==> config.mk <==
export PLATFORM = sky130hd
export DESIGN_NAME = tas_unit
export DESIGN_NICKNAME = d
export VERILOG_FILES = /design/src/rtl/tas_unit.sv
export SDC_FILE = /design/constraint.sdc
export NUM_CORES = 1
export LEC_CHECK = 0
export BUFFER_PORTS_ARGS = -buffer_cell sky130_fd_sc_hd__buf_2
export CAP_MARGIN = 20
export CORE_MARGIN = 2
export CORE_UTILIZATION = 30
export CTS_CLUSTER_SIZE = 25
export DETAILED_ROUTE_END_ITERATION = 8
export PLACE_DENSITY = 0.63
export SETUP_SLACK_MARGIN = 0.02
export SYNTH_ARGS = -nofsm -noshare
export SYNTH_HDL_FRONTEND = slang
export SYNTH_SLANG_ARGS = --single-unit
==> constraint.sdc <==
create_clock -name clk -period 1.4 [get_ports clk]
set_input_delay 0.42 -clock clk [delete_from_list [all_inputs] [get_ports clk]]
set_output_delay 0.42 -clock clk [all_outputs]
set_load 0.1 [all_outputs]
==> src/rtl/tas_unit.sv <==
module tas_unit #(
  parameter int AW = 16
) (
  input  logic          clk,
  input  logic          rst_n,
  input  logic          req_i,
  input  logic [AW-1:0] req_addr_i,
  input  logic          grant_i,
  output logic          lock_o,
  output logic          mem_rd_o,
  output logic          mem_wr_o,
  output logic [AW-1:0] mem_addr_o,
  output logic [7:0]    mem_wdata_o,
  input  logic [7:0]    mem_rdata_i,
  input  logic          mem_ack_i,
  output logic          flag_n_o,
  output logic          flag_z_o,
  output logic          flag_v_o,
  output logic          flag_c_o,
  output logic          done_o
);

  typedef enum logic [1:0] {S_IDLE, S_LOCK, S_READ, S_WRITE} st_t;

  st_t           st;
  logic [AW-1:0] addr_q;
  logic [7:0]    data_q;

  always_ff @(posedge clk or negedge rst_n) begin
    if (!rst_n) begin
      st       <= S_IDLE;
      addr_q   <= '0;
      data_q   <= '0;
      done_o   <= 1'b0;
      flag_n_o <= 1'b0;
      flag_z_o <= 1'b0;
      flag_v_o <= 1'b0;
      flag_c_o <= 1'b0;
    end else begin
      done_o <= 1'b0;
      case (st)
        S_IDLE:  if (req_i) begin
                   addr_q <= req_addr_i;
                   st     <= S_LOCK;
                 end
        S_LOCK:  if (grant_i) st <= S_READ;
        S_READ:  if (mem_ack_i) begin
                   data_q <= mem_rdata_i;
                   st     <= S_WRITE;
                 end
        S_WRITE: if (mem_ack_i) begin
                   st       <= S_IDLE;
                   done_o   <= 1'b1;
                   flag_n_o <= data_q[7];
                   flag_z_o <= (data_q == 8'h00);
                   flag_v_o <= 1'b0;
                   flag_c_o <= 1'b0;
                 end
        default: st <= S_IDLE;
      endcase
    end
  end

  assign lock_o      = (st != S_IDLE);
  assign mem_rd_o    = (st == S_READ);
  assign mem_wr_o    = (st == S_WRITE);
  assign mem_addr_o  = addr_q;
  assign mem_wdata_o = {1'b1, data_q[6:0]};

  AST_RD_UNDER_LOCK: assert property (@(posedge clk) disable iff (!rst_n)
    mem_rd_o |-> lock_o);
  AST_RD_TO_WR: assert property (@(posedge clk) disable iff (!rst_n)
    (mem_rd_o && mem_ack_i) |=> (mem_wr_o && !mem_rd_o && lock_o));
  AST_WR_SAME_ADDR: assert property (@(posedge clk) disable iff (!rst_n)
    (mem_rd_o && mem_ack_i) |=> (mem_addr_o == $past(mem_addr_o)));
  AST_UNLOCK_AFTER_WR: assert property (@(posedge clk) disable iff (!rst_n)
    (mem_wr_o && mem_ack_i) |=> (done_o && !lock_o));
  AST_DONE_FLAGS: assert property (@(posedge clk) disable iff (!rst_n)
    done_o |-> (!flag_v_o && !flag_c_o));
  AST_DONE_SINGLE: assert property (@(posedge clk) disable iff (!rst_n)
    done_o |=> !done_o);
  AST_FLAGS_HOLD: assert property (@(posedge clk) disable iff (!rst_n)
    !done_o |-> $stable({flag_n_o, flag_z_o, flag_v_o, flag_c_o}));
  AST_RD_WAIT: assert property (@(posedge clk) disable iff (!rst_n)
    (mem_rd_o && !mem_ack_i) |=> (mem_rd_o && $stable(mem_addr_o)));
  AST_WR_WAIT: assert property (@(posedge clk) disable iff (!rst_n)
    (mem_wr_o && !mem_ack_i) |=> (mem_wr_o && $stable(mem_wdata_o)));

endmodule

**Word-level counts from Yosys, hierarchy flattened**

Cells that the tools add are included.

- Mux-type cells: 7
- Reductions and logical operators: 7
- Eq/ne operators: 7

Operator list:

| cell | count |
|---|---|
| $logic_not 8->1 | 1 |
| $mux 2 | 4 |
| $pmux 2 s4 | 1 |
| $reduce_and 2->1 | 3 |
| $eq 2x2->1 const B | 2 |
| $ne 2x1->1 const B | 2 |
| $ne 2x2->1 const B | 2 |
| $reduce_and 4->1 | 1 |
| $eq 2x1->1 const B | 1 |
| $logic_not 2->1 | 1 |
| $mux 1 | 2 |
| $reduce_bool 2->1 | 1 |

- Input port bits: 29
- Register bits after elaboration: 29
- Output and inout bits: 32
- Word-level logic and storage cells: 27

**Logic depth before layout (Yosys ltp)**

- Depth in word-level cells: 3
- Mapped depth: 5
- Gate-level depth less buffers: 5

**Worst setup path before layout**

Ideal clock, no wire load.

- Kind: reg2reg
- Start point: register st[0]
- End point: register st[1]
- Clock period less this slack: 2.115 ns
- Buffers on the path: 0
- Setup time: 0.125 ns
- Data required time: 1.275 ns
- Path slack: -0.715 ns
- Data arrival time: 1.990 ns
- Stages on the path, launching flop included: 6
- Path through: dfrtp_1 > inv_1 > ha_1 > nor2_1 > o211ai_2 > mux2_4

- Cells in the longest elaborated chain, start to end: 3
- Elaborated cells on any way between the ends: 10
- Those cells by class: 7 x eq/ne; 1 x mux; 2 x reduce/logical

Ends and longest elaborated chain:

| what | RTL line | source |
|---|---|---|
| from (decl) | 25 | `st_t st;` |
| from (signal assigned) | 31 | `st <= S_IDLE;` |
| from (signal assigned) | 44 | `st <= S_LOCK;` |
| from (signal assigned) | 46 | `S_LOCK: if (grant_i) st <= S_READ;` |
| $eq 2x2->1 (*) | n/a |  |
| net mem_rd_o | 10 | `output logic mem_rd_o,` |
| $ne 2x1->1 (no line) | n/a |  |
| $reduce_and 4->1 (no line) | n/a |  |

The timed path passes the listed nets; every way through them passes the cells marked *.
A chain may end at the register's enable or synchronous reset.

**Worst setup path in the final report**

- Start point: register st[1]
- End point: output lock_o

- Cells in the longest elaborated chain, start to end: 1

Ends and longest elaborated chain:

| what | RTL line | source |
|---|---|---|
| $reduce_bool 2->1 | 64 | `assign lock_o = (st != S_IDLE);` |
| to (decl) | 9 | `output logic lock_o,` |

No other way between the ends.

==> qor.yml <==
crit_chain: "inv_2, ha_4, clkinvlp_4, buf_12"
wl_per_cell_um: 15.6
drv_slew: 0
io_pins: 61
routed_wl_um: 3280
final_cell_mix: "buf_12 (30), dfrtp_1 (29), buf_2 (28)"
clkSinkCount: 29
hold_path_class: "in2async"
core_um2: 4320
drt_iter0_drc: 23
grt_max_degree: 19
status: "finished with violations"
max_cap_violations: 0
insertion_delay_ns: 0.27
critPathMaxFanout: 3
portBuffers: 57
crit_required_ns: 0.98
numCtsBuffers: 5
finalHoldViolCount: 0
netlist_instances: 92
synth.yosys.seq_area_share_pct: 54.4
fin_skew_ns: 0.00634
cts_tree: "built"
fin_crit_ns: 1.62
cp-startpoint: "st[1]$_DFFE_PN0P_"
fp.dieW_um: 70.7
utilization_pct: 55.7
ys_ff_latch: 29
rsz0062_at_grt: "true"
remaining_drc_errors: 0
gp_congestion: 0.768
gr-total-overflow: 0
antenna_cells: 0
rr_startpoint: "st[1]$_DFFE_PN0P_"
route.vias.total: 936
start_kind: "flip-flop"
clk_pin_slew_ns: 0.06
start_util_pct: 30.9
die_h_um: 70.7
syn2layout_area_growth_pct: 80.5
setup_viol: 21
critical_path.max_stage_delay_ns: 0.41
post-place-ws_ns: 0.0104
grt_usage_pct: 13.2
cp_slowest_cell: "dfrtp_1"
htree_num_levels: 2
worst_slack_ns: -0.218
antenna_found_initial: 0
hpwl_um: 2330
synth_cell_type_count: 18
crit_arrival_ns: 1.20
crit_type: "reg2out"
tns_ns: -2.44
avgSynthCellArea_um2: 14.5
via_per_inst: 4.44
drive_gt1_share_pct: 72.3
final_nets: 193
yosys_warnings: 0
fmax_ghz: 0.618
final_common_cell: "buf_12"
clockBufferDepth: 2
final.period_utilization_pct: 116
cts_root_buf: "clkbuf_8"
drtPass1Iterations: 3
violations: "negative setup slack"
end_kind: "primary output"
rows: 24
grt_pass1_vias: 1017
grt_first_pass_wirelength_um: 5030
syn_area_um2: 1340
final_antenna_net_count: 0
die-area_um2: 5000
==> cells by family (layout without fill, tap and decap cells) <==
family          count (synthesis)  count (layout)  synth area share [%]
buf+inv                        16              81                  8.53
fa+ha+maj                       5               5                  4.69
other cells                     2               3                 0.563
mux                            26              26                  25.0
simple gates                   10              11                  4.31
compound gates                  4               4                  2.53
flops                          29              29                  54.4
==> synthesized netlist by cell type <==
cell      count  area share (%)
o211ai_2      1            0.94
buf_12        1             1.5
inv_1         5             1.4
nand2_1       3            0.84
nand2b_1      2            0.94
a211oi_1      1            0.56
nor4_1        2            0.94
ha_1          5             4.7
buf_4        10             5.6
nand2_4       1            0.84
conb_1        2            0.56
o21ai_0       1            0.37
a32oi_1       1            0.66
mux2_2       15              13
dfrtp_1      29              54
nand2_2       1            0.47
nor2_1        1            0.28
mux2_4       11              12
==> sequential cells by signal, summed over array words and instances (netlist names) <==
name	flops
mem_addr_o	16
data_q	8
st	2
done_o	1
flag_n_o	1
flag_z_o	1
==> critical path: cells and delay by family, from the launching register on <==
kind / cells / cell delay, ns
flip-flops: 1 / 0.41
adder cells (fa/ha/maj): 1 / 0.16
buffers and inverters: 3 / 0.37
==> what timing repair did <==
action / 4_1_cts / 5_1_grt
cloned: 1 / 0
gates resized for setup: 11 / 17
hold buffers: 0 / 0
setup endpoints to repair: 8 / 27
buffers inserted: 3 / 6
pin swaps: 4 / 4
==> cell type report <==
cell class,count,area (µm²)
Clock buffer,7,86.3
Fill cell,357,1910
Inverter,5,22.5
Multi-Input combinational cell,49,668
Sequential cell,29,726
Tap cell,52,65.1
Timing Repair Buffer,69,842
==> layer usage <==
metal	vias up	global-route usage, %	share of wire (%)
met5	-	0	0
li1	433	-	-
met4	0	2.52	0.43
met2	40	21.9	55
met1	461	16.0	38
met3	2	5.84	6.5
==> stage by stage <==
stage               hold WS [ns]  cell area [µm²]  std cells
detailed placement         0.314             2100        194
CTS                       0.0224             2270        205
global route              0.0208             2410        211
floorplan                  0.124             1380         93
global placement           0.312             2100        194
finish                    0.0167             2410        211
==> path summary, 6_finish.rpt <==
check	to	slack [ns]	depth (start not counted)
worst max-delay path	lock_o	-0.22	4
worst min-delay path	st[0]$_DFFE_PN0P_	0.02	1
worst max register to register	mem_addr_o[9]$_DFFE_PN0P_	-0.16	7
worst min register to register	flag_z_o$_DFFE_PN0P_	0.54	2
max in group asynchronous	mem_addr_o[7]$_DFFE_PN0P_	0.86	2
min in group clk	data_q[6]$_DFFE_PN0P_	0.38	2
Power is left out: the tool's default activity adds up to more than one toggle a clock period on the data nets, which glitch-free logic cannot reach.
